$ cat src/rtl/ls_wb_resolver.sv
module ls_wb_resolver #(
  parameter int DW = 32,
  parameter int RW = 4
) (
  input  logic          clk,
  input  logic          rst_n,
  input  logic          start,
  input  logic          is_load,
  input  logic          pre_index,
  input  logic          add_offset,
  input  logic          wb_flag,
  input  logic          reg_shift,
  input  logic [DW-1:0] base,
  input  logic [DW-1:0] offset,
  input  logic [RW-1:0] rd,
  input  logic [RW-1:0] rn,
  input  logic [DW-1:0] store_val,
  input  logic [DW-1:0] mem_rdata,
  output logic          mem_req,
  output logic          mem_we,
  output logic [DW-1:0] mem_addr,
  output logic [DW-1:0] mem_wdata,
  output logic          done,
  output logic          wa_en,
  output logic [RW-1:0] wa_idx,
  output logic [DW-1:0] wa_data,
  output logic          wb_en,
  output logic [RW-1:0] wb_idx,
  output logic [DW-1:0] wb_data
);
  localparam int LB = $clog2(DW/8);
  localparam int SW = LB + 3;

  typedef enum logic [1:0] {S_IDLE, S_XTRA, S_ACC, S_RESP} st_t;
  st_t st;

  logic          l_load, l_pre, l_up, l_wb;
  logic [DW-1:0] l_base, l_off, l_sval;
  logic [RW-1:0] l_rd, l_rn;

  always_ff @(posedge clk or negedge rst_n) begin
    if (!rst_n) begin
      st     <= S_IDLE;
      l_load <= 1'b0;
      l_pre  <= 1'b0;
      l_up   <= 1'b0;
      l_wb   <= 1'b0;
      l_base <= '0;
      l_off  <= '0;
      l_sval <= '0;
      l_rd   <= '0;
      l_rn   <= '0;
    end else begin
      case (st)
        S_IDLE: if (start) begin
          st     <= reg_shift ? S_XTRA : S_ACC;
          l_load <= is_load;
          l_pre  <= pre_index;
          l_up   <= add_offset;
          l_wb   <= wb_flag;
          l_base <= base;
          l_off  <= offset;
          l_sval <= store_val;
          l_rd   <= rd;
          l_rn   <= rn;
        end
        S_XTRA:  st <= S_ACC;
        S_ACC:   st <= S_RESP;
        default: st <= S_IDLE;
      endcase
    end
  end

  logic [DW-1:0]   stepped, eff, rot;
  logic [2*DW-1:0] dbl;
  logic [SW-1:0]   sh;
  logic            do_wb, clash;

  assign stepped = l_up ? (l_base + l_off) : (l_base - l_off);
  assign eff     = l_pre ? stepped : l_base;
  assign sh      = {eff[LB-1:0], 3'b000};
  assign dbl     = {mem_rdata, mem_rdata};
  assign rot     = dbl[sh +: DW];
  assign do_wb   = !l_pre || l_wb;
  assign clash   = l_load && (l_rd == l_rn);

  assign mem_req   = (st == S_ACC);
  assign mem_we    = mem_req && !l_load;
  assign mem_addr  = {eff[DW-1:LB], {LB{1'b0}}};
  assign mem_wdata = l_sval;
  assign done      = (st == S_RESP);
  assign wa_en     = done && l_load;
  assign wa_idx    = l_rd;
  assign wa_data   = rot;
  assign wb_en     = done && do_wb && !clash;
  assign wb_idx    = l_rn;
  assign wb_data   = stepped;
endmodule


$ cat config.mk
export PLATFORM = sky130hd
export DESIGN_NAME = ls_wb_resolver
export DESIGN_NICKNAME = d
export VERILOG_FILES = /design/src/rtl/ls_wb_resolver.sv
export SDC_FILE = /design/constraint.sdc
export NUM_CORES = 1
export LEC_CHECK = 0
export ABC_AREA = 1
export BUFFER_PORTS_ARGS = -buffer_cell sky130_fd_sc_hd__buf_2
export CAP_MARGIN = 20
export CORE_ASPECT_RATIO = 1.25
export CORE_MARGIN = 4
export CORE_UTILIZATION = 52
export DETAILED_ROUTE_END_ITERATION = 12
export HOLD_SLACK_MARGIN = 0.08
export PLACE_DENSITY = 0.79
export SLEW_MARGIN = 20
export SYNTH_ARGS = -nofsm -noshare
export SYNTH_HDL_FRONTEND = slang
export SYNTH_SLANG_ARGS = --single-unit
$ cat constraint.sdc
create_clock -name clk -period 3.4 [get_ports clk]
set_clock_uncertainty 0.05 [all_clocks]
set_input_delay 0.34 -clock clk [delete_from_list [all_inputs] [get_ports clk]]
set_output_delay 0.34 -clock clk [all_outputs]
set_load 0.02 [all_outputs]
### Word level (Yosys, flattened, before mapping)

Index checks and enable logic that the tools add are counted.

| cells by class | value |
|---|---|
| add/subtract/negate cells | 2 |
| equal/unequal tests | 5 |
| shift operators | 1 |
| muxes and demuxes | 5 |
| reduce and logical (&&, ||, !) cells | 11 |

Operators by type and width:

| kind | count |
|---|---|
| two-way mux 32 bit | 2 |
| indexed part select 64 x 6 -> 32 bit | 1 |
| adder 32 bit | 1 |
| subtractor 32 bit | 1 |
| one-hot mux 2 bit (3 select lines) | 1 |
| logical AND 1 bit | 5 |
| equality test 2 bit, second input constant | 2 |
| equality test 4 bit | 1 |
| two-way mux 2 bit | 2 |
| zero test 1 bit | 3 |
| equality test 2 x 1 -> 1 bit, second input constant | 1 |
| zero test 2 bit | 1 |
| inequality test 2 bit, second input constant | 1 |
| AND reduction 2 bit | 1 |
| logical OR 1 bit | 1 |

| storage, ports and cells | value |
|---|---|
| bits in registers | 110 |
| input bits | 144 |
| output and inout port bits | 141 |
| word-level logic and storage cells | 34 |

### Depth between registers and ports, before layout

Gate-level depths: netlist (run 1).

| logic depth | value |
|---|---|
| depth in word-level cells | 4 |
| gate-level depth with buffers | 22 |
| mapped depth without buffers | 22 |

### Least setup slack after synthesis (run 1)

OpenSTA, ideal clock, no wires.

| path | value |
|---|---|
| kind | flip-flop to output port |
| start point | register l_off[0] |
| end point | output mem_addr[16] |
| arrival time | 2765 ps |
| required time | 3010 ps |
| path slack | 245 ps |
| cell stages (with the launch flop) | 19 |
| buffers on the path | 0 |
| path through | dfrtp_1 inv_1 ha_1 nand3_1 nand3b_4 nor3_2 nand3_1 nand2_1 xor2_1 ha_1 nand2_1 inv_1 nand2_1 nand2_1 inv_1 nand3_1 xor2_1 nand2_1 nand2_1 |

| on the way | value |
|---|---|
| longest elaborated chain between the ends | 3 |
| elaborated cells between the ends (all ways) | 4 |
| those cells by class | 2 x add/sub; 2 x mux |

RTL lines:

| what | line | text |
|---|---|---|
| start: declaration | 38 | `logic [DW-1:0] l_base, l_off, l_sval;` |
| start signal: assignment | 62 | `l_off <= offset;` |
| subtractor 32 bit or adder 32 bit (tied branches) | 79 | `assign stepped = l_up ? (l_base + l_off) : (l_base - l_off);` |
| two-way mux 32 bit * | 79 |  |
| via wb_data[16] | 29 | `output logic [DW-1:0] wb_data` |
| two-way mux 32 bit * | 80 | `assign eff = l_pre ? stepped : l_base;` |
| end: declaration | 21 | `output logic [DW-1:0] mem_addr,` |

Mark *: on every way through the listed nets, which the timed path passes. The rest lies on a longest branch.

### Final worst setup path (run 1)

| path | value |
|---|---|
| start point | register l_off[1] |
| end point | output mem_addr[27] |

| on the way | value |
|---|---|
| longest elaborated chain between the ends | 3 |
| elaborated cells between the ends (all ways) | 4 |
| those cells by class | 2 x add/sub; 2 x mux |

RTL lines:

| what | line |
|---|---|
| subtractor 32 bit or adder 32 bit (tied branches) | 79 |
| two-way mux 32 bit * | 79 |
| two-way mux 32 bit * | 80 |

Every way passes the cells marked *; elsewhere a longest branch is shown, timed or not.

==> impl_metrics.csv, run 1 <==
group,metric,value,unit
sta,worstMarginPinSlew,0.913,ns
logic_synthesis,synth_top_area_share,32.0,%
floorplan,start_util,53.1,%
clock_network,clk_pin_slew,0.09,ns
worst_setup_path,critPathLaunchType,"flop",
cells_and_area,seq_area,0.00276,sq mm
placed_design,place_congestion,0.990,
floorplan,die_area,0.0187,sq mm
floorplan,io_pins,285,
placed_design,io_buffers,282,
worst_setup_path,crit_arrival,3.38,ns
worst_setup_path,path_cells,"inv_2 > ha_4 > nand3_2 > nand3b_4 > inv_4 > nand3_4 > nand2_4 > nand2_2 > xor2_4 > ha_4 > nand2_2 > nor3_4 > nand2_2 > nor2_1 > nand2_1 > nand3b_1 > nand3_2 > nand2_2 > buf_6",
route,vias,9509,
sta,drv_slew,0,
logic_synthesis,synthFlopType,"dfrtp_1",
sta,finalHoldViolations,0,
worst_setup_path,cpLargestDelayFamily,"simple AND/OR/NAND/NOR gates",
sta,report.final.setup_viol,43,
sta,fin_crit,3.77,ns
worst_setup_path,cpMostUsedCell,"nand2_2",
sta,min_period_over_period,111,%
logic_synthesis,synth_edf_count,0,
logic_synthesis,yosysTopAreaCell,"dfrtp_1",
worst_setup_path,path_max_fanout,4,
grt,grt_antenna_before_repair,0,
route,drc,0,
floorplan,die_w,123,um
sta,max_freq,265,MHz
sta,layout_setup_ws,-0.368,ns
hold_path,hp-class,"in2reg",
clock_network,cts_tree,"yes",
floorplan,core,0.0162,sq mm
outcome,failed_checks,"setup timing",
cells_and_area,area_growth,42.6,%
outcome,status,"finished with violations",
placed_design,hpwlAfterDp,20.7,mm
logic_synthesis,ys_warn_count,0,
cells_and_area,final_nets,1700,
route,first_pass_iters,5,
clock_network,clock-sinks,110,
logic_synthesis,yosysUniqueCellTypes,40,
grt,grt.overflow.total,0,
cells_and_area,antenna_cells,0,
clock_network,clkLatencyLatePin,0.35,ns
route,ant_nets,0,
grt,grt_pass1_wl,43.9,mm
sta,slew_headroom,38.9,%
logic_synthesis,seq_area_frac_synth,32.0,%
flow_run,timing.max_cap.violations,0,
worst_setup_path,cp_slowest_cell,"dfrtp_1",
cells_and_area,drive_above_1_share,45.7,%
logic_synthesis,synthArstFlopShare,100,%
placed_design,pre_cts_slack,-0.0403,ns
floorplan,die_y,152,um
clock_network,numCtsBuffers,9,
worst_setup_path,critical_path_required,3.01,ns
cells_and_area,fillers,1088,
grt,grt_max_degree,89,
clock_network,htreeDepth,3,
clock_network,clockRootBuffer,"clkbuf_16",
route,viasPerCell,5.49,
worst_setup_path,cp_num_buf_inv,3,
route,routed_wirelength,30.5,mm
worst_setup_path,slowest_delay,0.41,ns
logic_synthesis,avgSynthCellArea,7.20,sq um
grt,track_usage,28.9,%
route,drt_iter0_drc,866,
cells_and_area,multi_input_area,0.00620,sq mm
logic_synthesis,netlist_area,0.00861,sq mm
logic_synthesis,netlist_instances,1196,
logic_synthesis,synth_area_leaders,"dfrtp_1, nand2_1, mux2_2, inv_1, ha_1",
worst_setup_path,worstSetupPathType,"reg2out",
grt,grt_pass1_vias,9181,
logic_synthesis,ys_ff_latch,110,
floorplan,rows,52,
sta,rsz0062_at_grt,"true",
worst_setup_path,end_kind,"output port",
clock_network,cts_buffer_depth,2,
route,wl_per_cell,17.6,um
==> layer usage <==
layer / vias up / part of all wire, % / track usage [%]
li1: 4398 / - / -
met1: 4427 / 36 / 33.5
met2: 532 / 50 / 51.0
met3: 152 / 9.0 / 6.69
met4: 0 / 5.2 / 11.2
met5: - / 0 / 0
==> Yosys cell counts, types with 2 or more instances <==
| cell | instances |
|---|---|
| a21oi_1 | 76 |
| and2_1 | 15 |
| and3_1 | 2 |
| buf_1 | 2 |
| buf_2 | 21 |
| buf_4 | 2 |
| clkbuf_1 | 12 |
| dfrtp_1 | 110 |
| ha_1 | 43 |
| inv_1 | 161 |
| mux2_2 | 89 |
| nand2_1 | 349 |
| nand2_2 | 8 |
| nand3_1 | 44 |
| nand3b_1 | 12 |
| nand4_1 | 3 |
| nor2_1 | 126 |
| nor2_2 | 4 |
| nor3_1 | 3 |
| nor3_2 | 3 |
| o21a_1 | 2 |
| o21ai_0 | 41 |
| o21ai_1 | 3 |
| o21ai_2 | 2 |
| o21bai_1 | 3 |
| o22ai_1 | 2 |
| o31ai_1 | 2 |
| o41ai_1 | 2 |
| xnor2_1 | 7 |
| xor2_1 | 36 |
| xor2_2 | 2 |
==> what timing repair did <==
action,in CTS,in global routing
hold buffers,0,1
endpoints found under the hold margin,0,50
resized for setup,216,145
setup buffers,27,13
pin swaps,77,84
setup endpoints to repair,52,74
==> placed cells by master (no fill, tap or decap), types with 9 or more instances in the layout <==
cell type and n:
mux2_2 89, xor2_1 21, clkbuf_16 9, dfrtp_1 108
buf_6 35, nand3_2 16, a21oi_2 17, and2_4 10
o21ai_0 37, nor2_4 11, xor2_2 12, nand2_1 259
nand2_4 14, nand3_1 27, ha_4 16, a21oi_1 54
nand2_2 84, buf_2 232, inv_2 19, nor2_1 104
buf_4 71, nor2_2 15, ha_1 24, inv_1 142
nand3b_1 12
==> worst register-to-register path, cell delays in order, from the launching register on <==
cell and delay [ns]:
dfrtp_1 0.43, inv_1 0.09, ha_1 0.24, nand2_4 0.40, buf_4 0.38, mux2_2 0.38
==> metrics by stage <==
stage	instance area, sq um	setup TNS, ns	hold slack [ns]	utilization, %	cells
final	12300	-10.14	0.149	75.8	1733
after global routing	12300	-18.77	0.149	75.8	1733
after CTS	11600	-3.89	0.147	71.4	1719
after detailed placement	10300	-0.105	0.439	63.6	1676
after global placement	10300	0	0.433	63.6	1676
after floorplan	8610	0	-0.00559	-	1197
==> final timing paths <==
| path | cells after the start | start | slack (ns) | endpoint |
|---|---|---|---|---|
| worst min register to register | 1 | mem_wdata[23]$_DFFE_PN0P_ | 0.45 | mem_wdata[23]$_DFFE_PN0P_ |
| max in group asynchronous | 3 | rst_n | 1.95 | l_base[17]$_DFFE_PN0P_ |
| min in group asynchronous | 2 | rst_n | 0.56 | l_off[30]$_DFFE_PN0P_ |
| worst min-delay path | 2 | base[25] | 0.15 | l_base[25]$_DFFE_PN0P_ |
| worst max-delay path | 19 | l_off[1]$_DFFE_PN0P_ | -0.37 | mem_addr[27] |
| worst max register to register | 5 | st[1]$_DFFE_PN0P_ | 1.33 | l_off[25]$_DFFE_PN0P_ |
==> final cells by class <==
cell class	instances	area share [%]
flip-flops and latches	110	22.4
clock buffers	9	1.83
multi-input cells	888	50.5
well taps	216	2.20
inverters	162	4.97
clock inverters	7	0.642
repair buffers	341	17.4
==> cell families after synthesis <==
| group | Yosys count | share of synthesized area (%) |
|---|---|---|
| multiplexers | 89 | 11.6 |
| AND/OR/NAND/NOR | 572 | 27.6 |
| XOR/XNOR | 45 | 4.75 |
| AO/OA/AOI/OAI | 136 | 8.42 |
| flip-flops | 110 | 32.0 |
| other | 1 | 0.0436 |
| buffers and inverters | 199 | 9.07 |
| adder cells (fa/ha/maj) | 44 | 6.48 |
==> state kept, by name, indices dropped and copies added (netlist names) <==
signal     cells
l_base        32
st             2
l_up           1
l_load         1
l_pre          1
wa_idx         4
mem_wdata     32
wb_idx         4
l_off         32
l_wb           1
Power of run 1 is not shown: default switching activity piles up to over one toggle a cycle in this logic, so the estimate is an artifact.
==> run 2: changes to the inputs <==
--- a/config.mk
+++ b/config.mk
@@ -9,12 +9,11 @@
 export BUFFER_PORTS_ARGS = -buffer_cell sky130_fd_sc_hd__buf_2
 export CAP_MARGIN = 20
 export CORE_ASPECT_RATIO = 1.25
-export CORE_MARGIN = 4
 export CORE_UTILIZATION = 52
 export DETAILED_ROUTE_END_ITERATION = 12
 export HOLD_SLACK_MARGIN = 0.08
 export PLACE_DENSITY = 0.79
-export SLEW_MARGIN = 20
+export SLEW_MARGIN = 25
 export SYNTH_ARGS = -nofsm -noshare
 export SYNTH_HDL_FRONTEND = slang
 export SYNTH_SLANG_ARGS = --single-unit
==> impl_metrics.csv, run 2 (synthesis results as in run 1) <==
group,metric,value,unit
outcome,status,"finished with violations",
outcome,failed_checks,"setup timing",
route,routed_wirelength,29.0,mm
sta,max_freq,262,MHz
floorplan,die_area,0.0171,sq mm
flow_run,timing.max_cap.violations,0,
floorplan,die_y,146,um
sta,layout_setup_ws,-0.414,ns
sta,rsz0062_at_grt,"true",
grt,grt_pass1_vias,8973,
route,vias,9308,
worst_setup_path,worstSetupPathType,"reg2out",
worst_setup_path,path_cells,"inv_2 > ha_4 > nand3_4 > buf_4 > buf_6 > o31ai_4 > xor2_1 > ha_1 > nand2_2 > inv_2 > a21oi_2 > nand2_2 > nand2_1 > nand2_4 > buf_12 > xor2_4 > nand2_1 > nand2_1 > buf_6",
clock_network,htreeDepth,3,
hold_path,hp-class,"in2reg",
worst_setup_path,crit_arrival,3.42,ns
worst_setup_path,cp_num_buf_inv,6,
floorplan,io_pins,285,
sta,worstMarginPinSlew,0.868,ns
grt,grt_antenna_before_repair,0,
floorplan,rows,52,
cells_and_area,final_cell_mix,"nand2_1, buf_2, inv_1",
cells_and_area,fillers,1107,
worst_setup_path,critPathLaunchType,"flop",
clock_network,numCtsBuffers,9,
cells_and_area,final_nets,1721,
clock_network,cts_tree,"yes",
sta,report.final.setup_viol,50,
floorplan,core,0.0162,sq mm
placed_design,io_buffers,282,
sta,fin_crit,3.81,ns
route,drc,0,
route,drt_iter0_drc,559,
worst_setup_path,slowest_delay,0.40,ns
grt,grt_max_degree,77,
clock_network,clk_pin_slew,0.08,ns
placed_design,hpwlAfterDp,20.4,mm
worst_setup_path,critical_path_required,3.01,ns
route,ant_nets,0,
placed_design,place_congestion,0.999,
worst_setup_path,cpLargestDelayFamily,"simple AND/OR/NAND/NOR gates",
clock_network,clockRootBuffer,"clkbuf_16",
route,viasPerCell,5.31,
route,first_pass_iters,5,
grt,track_usage,31.8,%
cells_and_area,antenna_cells,0,
sta,drv_slew,0,
sta,finalHoldViolations,0,
worst_setup_path,end_kind,"output port",
worst_setup_path,cp_slowest_cell,"dfrtp_1",
sta,min_period_over_period,112,%
cells_and_area,area_growth,45.2,%
floorplan,die_w,117,um
cells_and_area,final_common_cell,"nand2_1",
route,wl_per_cell,16.5,um
grt,grt.overflow.total,0,
sta,slew_headroom,42.2,%
worst_setup_path,path_max_fanout,4,
clock_network,clkLatencyLatePin,0.36,ns
worst_setup_path,cpMostUsedCell,"nand2_1",
floorplan,start_util,53.1,%
cells_and_area,fin_util,77.2,%
clock_network,cts_buffer_depth,2,
grt,grt_pass1_wl,42.0,mm
cells_and_area,drive_above_1_share,46.1,%
clock_network,clock-sinks,110,
[run 2: what timing repair did]
item                                    CTS  global route
pin swaps                                51           108
hold buffers                              1             0
hold endpoints to repair                 41             0
buffers inserted                         25            27
gates resized for setup                 161           216
gates cloned                              0             0
endpoints found under the setup margin   50            79
[run 2: routing by layer]
metal | global-route usage [%] | part of all wire [%] | wire length [um] | vias up
li1 | - | - | - | 4433
met1 | 36.3 | 37 | 10800 | 4327
met2 | 55.2 | 50 | 14600 | 441
met3 | 5.91 | 7.5 | 2180 | 107
met4 | 17.3 | 5.0 | 1460 | 0
met5 | 0 | 0 | 0 | -
[run 2: stage by stage]
stage | setup TNS [ns] | hold slack, ns | area, sq um | std cells | setup WS (ns)
6_report | -12.54 | 0.149 | 12500 | 1754 | -0.414
5_1_grt | -20.48 | 0.151 | 12500 | 1754 | -0.585
4_1_cts | -7.86 | 0.142 | 11500 | 1729 | -0.263
3_5_place_dp | -0.355 | 0.438 | 10400 | 1687 | -0.0652
3_3_place_gp | 0 | 0.433 | 10400 | 1687 | 0.0180
2_1_floorplan | 0 | -0.00559 | 8610 | 1197 | 0.245
[run 2: final timing paths]
kind / start / to / slack [ns] / depth (start not counted)
min reg2reg: mem_wdata[30]$_DFFE_PN0P_ / mem_wdata[30]$_DFFE_PN0P_ / 0.45 / 1
min: store_val[10] / mem_wdata[10]$_DFFE_PN0P_ / 0.15 / 2
min in group asynchronous: rst_n / l_off[30]$_DFFE_PN0P_ / 0.58 / 2
max: l_off[0]$_DFFE_PN0P_ / mem_addr[15] / -0.41 / 19
max in group asynchronous: rst_n / mem_wdata[20]$_DFFE_PN0P_ / 1.81 / 3
max reg2reg: st[1]$_DFFE_PN0P_ / l_base[3]$_DFFE_PN0P_ / 1.16 / 5
[run 2: layout make-up]
type	instances	area [sq um]	share of cell area (%)
multi-input combinational	888	6180	49.5
clock inverter	7	91.3	0.731
inverter	162	614	4.91
clock buffer	9	225	1.80
sequential	110	2760	22.0
tap	216	270	2.16
timing repair buffer	362	2360	18.9
Power of run 2 is left out for the same reason.
